$ cat config.mk
export PLATFORM = sky130hd
export DESIGN_NAME = ptp_ts_qualifier
export DESIGN_NICKNAME = d
export VERILOG_FILES = /design/src/rtl/ptpc_pkg.sv /design/src/rtl/ptpc_l2_match.sv /design/src/rtl/ptpc_l4_match.sv /design/src/rtl/ptpc_msg_filter.sv /design/src/rtl/ptp_ts_qualifier.sv
export SDC_FILE = /design/constraint.sdc
export NUM_CORES = 1
export LEC_CHECK = 0
export ABC_CLOCK_PERIOD_IN_PS = 800
export BUFFER_PORTS_ARGS = -buffer_cell sky130_fd_sc_hd__buf_2
export CORE_AREA = 2 2 41 43
export CTS_BUF_LIST = sky130_fd_sc_hd__clkbuf_8 sky130_fd_sc_hd__clkbuf_16
export DETAILED_ROUTE_END_ITERATION = 8
export DIE_AREA = 0 0 43 45
export PLACE_DENSITY = 0.74
export SYNTH_ARGS = -nofsm -noshare
export SYNTH_HDL_FRONTEND = slang
export SYNTH_SLANG_ARGS = --single-unit
$ cat constraint.sdc
create_clock -name clk -period 0.8 [get_ports clk]
set_input_delay 0.12 -clock clk [delete_from_list [all_inputs] [get_ports clk]]
set_output_delay 0.12 -clock clk [all_outputs]
set_load 0.005 [all_outputs]
$ cat src/rtl/ptpc_pkg.sv
package ptpc_pkg;
  typedef enum logic [1:0] {
    MODE_ALL      = 2'd0,
    MODE_V1_UDP   = 2'd1,
    MODE_V2_ONE   = 2'd2,
    MODE_V2_EVENT = 2'd3
  } ts_mode_e;

  localparam logic [3:0] MSG_SYNC      = 4'd0;
  localparam logic [3:0] MSG_DELAY_REQ = 4'd1;
  localparam logic [3:0] MSG_EVENT_MAX = 4'd3;
endpackage

$ cat src/rtl/ptpc_l2_match.sv
module ptpc_l2_match #(
  parameter int          ETYPE_W   = 16,
  parameter logic [15:0] PTP_ETYPE = 16'h88F7
) (
  input  logic               l2_en,
  input  logic [ETYPE_W-1:0] ethertype,
  output logic               hit
);
  localparam logic [ETYPE_W-1:0] MATCH_VAL = ETYPE_W'(PTP_ETYPE);

  always_comb begin
    hit = l2_en && (ethertype == MATCH_VAL);
  end
endmodule

$ cat src/rtl/ptpc_l4_match.sv
module ptpc_l4_match #(
  parameter int          PORT_W     = 16,
  parameter int          PROTO_W    = 8,
  parameter int          UDP_PROTO  = 17,
  parameter int          EVENT_PORT = 319
) (
  input  logic               ip_present,
  input  logic [PROTO_W-1:0] ip_proto,
  input  logic [PORT_W-1:0]  udp_sport,
  input  logic [PORT_W-1:0]  udp_dport,
  input  logic               sport_chk_en,
  output logic               hit
);
  localparam logic [PROTO_W-1:0] PROTO_VAL = PROTO_W'(UDP_PROTO);
  localparam logic [PORT_W-1:0]  PORT_VAL  = PORT_W'(EVENT_PORT);

  logic is_udp;
  logic dport_ok;
  logic sport_ok;

  always_comb begin
    is_udp   = ip_present && (ip_proto == PROTO_VAL);
    dport_ok = (udp_dport == PORT_VAL);
    sport_ok = !sport_chk_en || (udp_sport == PORT_VAL);
    hit      = is_udp && dport_ok && sport_ok;
  end
endmodule

$ cat src/rtl/ptpc_msg_filter.sv
module ptpc_msg_filter
  import ptpc_pkg::*;
#(
  parameter int VER_W  = 4,
  parameter int TYPE_W = 4
) (
  input  ts_mode_e          mode,
  input  logic              msg_sel,
  input  logic [VER_W-1:0]  ptp_ver,
  input  logic [TYPE_W-1:0] ptp_msg_type,
  input  logic              l2_hit,
  input  logic              l4_hit,
  output logic              take
);
  localparam logic [VER_W-1:0]  VER1     = VER_W'(1);
  localparam logic [VER_W-1:0]  VER2     = VER_W'(2);
  localparam logic [TYPE_W-1:0] T_SYNC   = TYPE_W'(MSG_SYNC);
  localparam logic [TYPE_W-1:0] T_DREQ   = TYPE_W'(MSG_DELAY_REQ);
  localparam logic [TYPE_W-1:0] T_EVMAX  = TYPE_W'(MSG_EVENT_MAX);

  logic [TYPE_W-1:0] sel_type;
  logic              type_eq;
  logic              type_event;
  logic              any_hit;

  always_comb begin
    sel_type   = msg_sel ? T_DREQ : T_SYNC;
    type_eq    = (ptp_msg_type == sel_type);
    type_event = (ptp_msg_type <= T_EVMAX);
    any_hit    = l2_hit || l4_hit;
    unique case (mode)
      MODE_ALL:      take = 1'b1;
      MODE_V1_UDP:   take = l4_hit && (ptp_ver == VER1) && type_eq;
      MODE_V2_ONE:   take = any_hit && (ptp_ver == VER2) && type_eq;
      MODE_V2_EVENT: take = any_hit && (ptp_ver == VER2) && type_event;
      default:       take = 1'b0;
    endcase
  end
endmodule

$ cat src/rtl/ptp_ts_qualifier.sv
module ptp_ts_qualifier
  import ptpc_pkg::*;
#(
  parameter int ETYPE_W = 16,
  parameter int PROTO_W = 8,
  parameter int PORT_W  = 16,
  parameter int VER_W   = 4,
  parameter int TYPE_W  = 4
) (
  input  logic               clk,
  input  logic               rst_n,
  input  logic               rx_en,
  input  logic [1:0]         mode,
  input  logic               msg_sel,
  input  logic               l2_en,
  input  logic               sport_chk_en,
  input  logic               frm_valid,
  input  logic [ETYPE_W-1:0] ethertype,
  input  logic               ip_present,
  input  logic [PROTO_W-1:0] ip_proto,
  input  logic [PORT_W-1:0]  udp_sport,
  input  logic [PORT_W-1:0]  udp_dport,
  input  logic [VER_W-1:0]   ptp_ver,
  input  logic [TYPE_W-1:0]  ptp_msg_type,
  output logic               ts_qualify
);
  ts_mode_e mode_e;
  logic     l2_hit;
  logic     l4_hit;
  logic     take;
  logic     qual_d;
  logic     qual_q;

  assign mode_e = ts_mode_e'(mode);

  ptpc_l2_match #(.ETYPE_W(ETYPE_W)) u_l2 (
    .l2_en     (l2_en),
    .ethertype (ethertype),
    .hit       (l2_hit)
  );

  ptpc_l4_match #(.PORT_W(PORT_W), .PROTO_W(PROTO_W)) u_l4 (
    .ip_present   (ip_present),
    .ip_proto     (ip_proto),
    .udp_sport    (udp_sport),
    .udp_dport    (udp_dport),
    .sport_chk_en (sport_chk_en),
    .hit          (l4_hit)
  );

  ptpc_msg_filter #(.VER_W(VER_W), .TYPE_W(TYPE_W)) u_filt (
    .mode         (mode_e),
    .msg_sel      (msg_sel),
    .ptp_ver      (ptp_ver),
    .ptp_msg_type (ptp_msg_type),
    .l2_hit       (l2_hit),
    .l4_hit       (l4_hit),
    .take         (take)
  );

  // next state
  always_comb begin
    qual_d = frm_valid && rx_en && take;
  end

  // register
  always_ff @(posedge clk or negedge rst_n) begin
    if (!rst_n) qual_q <= 1'b0;
    else        qual_q <= qual_d;
  end

  assign ts_qualify = qual_q;


  rx_off_chk: assert property (@(posedge clk) disable iff (!rst_n)
    !rx_en |=> !ts_qualify);


  no_strobe_chk: assert property (@(posedge clk) disable iff (!rst_n)
    !frm_valid |=> !ts_qualify);


  all_mode_chk: assert property (@(posedge clk) disable iff (!rst_n)
    (frm_valid && rx_en && mode == 2'd0) |=> ts_qualify);


  v1_version_chk: assert property (@(posedge clk) disable iff (!rst_n)
    (mode == 2'd1 && ptp_ver != VER_W'(1)) |=> !ts_qualify);


  v2_event_range_chk: assert property (@(posedge clk) disable iff (!rst_n)
    (mode == 2'd3 && ptp_msg_type > TYPE_W'(3)) |=> !ts_qualify);


  sport_chk: assert property (@(posedge clk) disable iff (!rst_n)
    (mode == 2'd1 && sport_chk_en && udp_sport != PORT_W'(319)) |=> !ts_qualify);
endmodule

==> key figures, run 1 <==
Run status
  – Status: complete, but fails checks
  – Failing checks: negative setup slack

Final layout
  – Antenna diodes: 0
  – Max FFs per register: 1
  – Final Cell Area: roughly 750 um^2
  – Area grow syn2layout: 182.9%
  – Fin util: 0.5077
  – Fraction of layout cells with a size suffix above 1: 0.7168
  – Commonest non-fill, non-tap cells in the layout: buf_2, nor2_1, nand4_1, buf_6, or3_1
  – Fill count: roughly 160
  – Final net count: ~190
  – Commonest non-fill, non-tap cell in the layout: buf_2

Place
  – GP Congestion: between 0.6 and 0.7
  – Placement Setup Slack: -580.8 ps
  – Placement Cell Area: between 600 and 700 um^2
  – Port bufs: 74
  – DP Wirelength: ~1200 um

STA
  – Endpoints failing setup: 1
  – Rel. slew slack: 0.8205
  – Final hold slack: around 430 ps
  – Max Slew Vio Count: 0
  – RSZ-0062 raised after global routing: true
  – Hold Fails Final Rpt: 0
  – Final worst slack: -509.1 ps
  – Period utilization: 1.636
  – FMAX: around 760 MHz
  – Slew @ Worst Pin: around 270 ps
  – Crit path time final: ~1300 ps

Worst setup path
  – Worst EP required: about 730 ps
  – Crit Path Category: input pin to register
  – CP max FO: 1
  – CP Launch Type: input pin
  – Worst EP arrival: around 1200 ps
  – Crit. End Element: register

Drt
  – Routed wire per std cell: between 9 and 10 um
  – Via-per-instance ratio: about 4.7
  – Antenna Nets Post-Route: 0
  – Drt drc: 0
  – Drt pass-1 iters: 4
  – Initial DRC count: 2
  – Routed WL: 1289 um
  – Via count: around 610

GRT
  – Vias in the first global route: 532
  – Largest net degree at the start of global routing: 4
  – Initial antenna violation count: 0
  – First-pass GRT wire length: around 2000 um
  – GRT Residual Overflow: 0
  – GRT Overall Usage: 0.1266

Yosys
  – Seq/Total Area, Yosys: 0.09479
  – Syn Area/Cell: 7.333 um^2
  – Synthesized cell area: around 260 um^2
  – Mapped Cells: 36
  – Netlist cell types: 16
  – FF+latch count, synth: 1
  – Synthesized Nets: 110
  – Synthesis Warnings: 0

Floorplan
  – Io pins: 75
  – Die X: ~43 um
  – Row cnt: 14
  – Die area: roughly 0.0019 mm^2
  – Die outline height: around 45 um
  – Core area: between 0.001 and 0.0015 mm^2
  – Initial core utilization: 0.1794

Pwr
  – PwrDens: 412.3 mW/mm^2
  – Worst VDD drop: approximately 0.17 mV
  – Pleak: about 0.38 nW

Clock tree
  – Reg clk slew, reported paths: 0 ps
  – Setup bufs post-CTS: 0

Flow run
  – Max Cap Viol: 0

Worst hold path
  – HP Class: input pin to asynchronous set/reset pin
## worst max path at each step
| stage | from | endpoint | cells after the start |
|---|---|---|---|
| finish | udp_dport[2] | ts_qualify | 6 |
| global placement | udp_dport[13] | ts_qualify | 6 |
| floorplan | udp_dport[13] | ts_qualify | 5 |
| CTS | udp_dport[13] | ts_qualify | 6 |
| global route | udp_dport[2] | ts_qualify | 6 |
| detailed placement | udp_dport[13] | ts_qualify | 6 |
## metrics by stage
step                setup TNS (ps)  power, mW  instances
global route                -601.9     0.3347        129
detailed placement          -580.8     0.2837        128
floorplan                   -369.7    0.09180         36
global placement            -550.0     0.2759        128
CTS                         -509.8     0.3029        129
finish                      -509.1     0.3080        129
## critical path, cell delays in order
cell and delay, ps:
buf_6 60, nand4_1 80, or3_1 290, or3_1 390
a221oi_2 160, or3_1 130
## report_power, final
part           leakage, nW  internal (mW)  switching (mW)
combinational        0.369          0.176          0.0792
clock                    0              0               0
sequential          0.0137         0.0528        0.000225
## metal layers
layer	vias to the layer above	track usage	share of wire
met2	46	0.2879	0.56
met5	-	0	0
li1	308	-	-
met4	0	0	0
met1	252	0.1332	0.30
met3	0	0.004000	0.14
## cells in the mapped netlist, drive strengths merged
cell type,n,share of area
nand4,5,0.12
nor2,5,0.071
nor4,4,0.095
or3,4,0.095
nor4b,3,0.10
nand2,2,0.028
nand3,2,0.038
nand4b,2,0.066
nor4bb,2,0.076
a221oi,1,0.057
dfrtp,1,0.095
nor2b,1,0.024
nor3,1,0.019
nor3b,1,0.028
o2111ai,1,0.057
xor2,1,0.033
## logic make-up (layout without fill, tap and decap cells)
| kind of cell | Yosys count | in the layout | synth area share |
|---|---|---|---|
| buffers and inverters | 0 | 77 | 0 |
| and+or+nand+nor | 32 | 32 | 0.7583 |
| AOI/OAI and AO/OA | 2 | 2 | 0.1137 |
| xor gates and xnor gates | 1 | 1 | 0.03318 |
| DFF | 1 | 1 | 0.09477 |
## layout make-up
class,instances,area (um^2),area share
flip-flops and latches,1,25.02,0.03350
repair buffers,77,426.7,0.5712
multi-input cells,35,275.3,0.3685
well taps,16,20.02,0.02680
## repair_timing
action | CTS | global route
resized for setup | 5 | 2
setup endpoints to repair | 1 | 1
hold buffers | 1 | 0
pin swaps | 4 | 0
endpoints found under the hold margin | 1 | 0
Power figures use the tool's default switching activity.
==> inputs of run 2 (changes only) <==
- ABC_CLOCK_PERIOD_IN_PS: 800 -> 1400
- clock period: 0.8 -> 1.4 ns (I/O delays scaled with it)
==> run 2 against run 1 <==
Compared with the run above: the run still ends with negative setup slack left; worst setup slack improved by 510 ps; sequential cell count is the same; combinational power is 47% lower; worst hold slack improved by 110 ps; sequential share of layout area rose by 0.20 points; utilization is 2.8 points lower; sequential power down 43%; global-route usage down 0.74 points; first-iteration DRC count fell by 50%; largest cell class unchanged; highest routed layer unchanged.
==> key figures, run 2 (synthesis results as in run 1) <==
Final layout
  – Area grow syn2layout: 167.3%
  – Commonest non-fill, non-tap cells in the layout: buf_2, nor2_1, nand4_1
  – Fraction of layout cells with a size suffix above 1: 0.7054
  – Commonest non-fill, non-tap cell in the layout: buf_2
  – Fill count: 164
  – Fin util: 0.4796
  – Final net count: between 150 and 200
  – Max FFs per register: 1
  – Antenna diodes: 0
  – Cell Count, Final, Fillers Out: 128

Floorplan
  – Core area: 0.001471 mm^2
  – Row cnt: 14
  – Io pins: 75
  – Die X: about 43 um
  – Initial core utilization: 0.1794
  – Die area: between 0.0015 and 0.002 mm^2
  – Die outline height: 45 um

Worst setup path
  – Crit Path Category: input pin to register
  – Worst EP arrival: between 1000 and 1500 ps
  – Worst EP required: between 1000 and 1500 ps
  – Crit. End Element: register
  – CP Launch Type: input pin
  – CP max FO: 1

STA
  – Slew @ Worst Pin: around 280 ps
  – Endpoints failing setup: 1
  – Hold Fails Final Rpt: 0
  – FMAX: 712.2 MHz
  – Crit path time final: 1404 ps
  – RSZ-0062 raised after global routing: true
  – Final worst slack: -4.025 ps
  – Max Slew Vio Count: 0
  – Period utilization: 1.003
  – Final hold slack: about 540 ps
  – Rel. slew slack: 0.8117

Place
  – GP Congestion: about 0.65
  – DP Wirelength: around 1200 um
  – Port bufs: 74
  – Placement Setup Slack: -85.48 ps
  – Placed cell count: about 130

GRT
  – Vias in the first global route: around 580
  – GRT Residual Overflow: 0
  – GRT Overall Usage: 0.1191
  – First-pass GRT wire length: around 1900 um
  – Initial antenna violation count: 0
  – Largest net degree at the start of global routing: 4

Flow run
  – Max Cap Viol: 0

Drt
  – Routed wire per std cell: between 10 and 15 um
  – Drt pass-1 iters: 2
  – Via-per-instance ratio: approximately 4.8
  – Drt drc: 0
  – Via count: 611
  – Initial DRC count: 1
  – Antenna Nets Post-Route: 0
  – Routed WL: between 1000 and 1500 um

Run status
  – Failing checks: negative setup slack
  – Status: complete, but fails checks

Pwr
  – Overall Power: 0.1654 mW
  – PwrDens: 234.4 mW/mm^2
  – Pleak: around 0.37 nW
  – Worst VDD drop: about 0.1 mV

Clock tree
  – Reg clk slew, reported paths: 0 ps

Worst hold path
  – HP Class: input pin to asynchronous set/reset pin
-- run 2: repair_timing --
item	CTS	global route
pin swaps	1	2
setup endpoints to repair	1	1
hold buffers	1	0
setup buffers	0	0
cloned	0	0
hold endpoints to repair	1	0
gates resized for setup	2	3
-- run 2: final cells by class --
| cell class | instances | area, um^2 | share of cell area |
|---|---|---|---|
| multi-input cells | 35 | 260.3 | 0.3688 |
| flip-flops and latches | 1 | 25.02 | 0.03546 |
| repair buffers | 76 | 400.4 | 0.5674 |
| well taps | 16 | 20.02 | 0.02837 |
-- run 2: power breakdown --
| part | internal, mW | total [mW] | switching (mW) |
|---|---|---|---|
| clock network | 0 | 0 | 0 |
| logic | 0.0923 | 0.135 | 0.0429 |
| registers | 0.0301 | 0.0303 | 0.000114 |
-- run 2: path summary, 6_finish.rpt --
kind	startpoint	to	cells past startpoint
max in group asynchronous	rst_n	ts_qualify	2
setup / recovery	ip_proto[1]	ts_qualify	6
hold / removal	rst_n	ts_qualify	2
min in group clk	ts_qualify	ts_qualify	1
-- run 2: critical path: stages --
cell      delay, ps
buf_6           100
nor4b_4         250
nand4_1         120
or3_1           370
a221oi_2        170
or3_1           130
-- run 2: metrics by stage --
stage / instance area (um^2) / setup TNS, ps
detailed placement: 661.9 / -85.48
CTS: 684.4 / -12.44
global route: 705.7 / -80.12
global placement: 661.9 / -18.47
finish: 705.7 / -4.025
floorplan: 264.0 / 0
-- run 2: layer usage --
layer	vias to the layer above	global-route usage	share of wire
met5	-	0	0
met4	0	0	0
met3	0	0.008000	0.12
met2	44	0.3152	0.60
met1	260	0.08738	0.28
li1	307	-	-
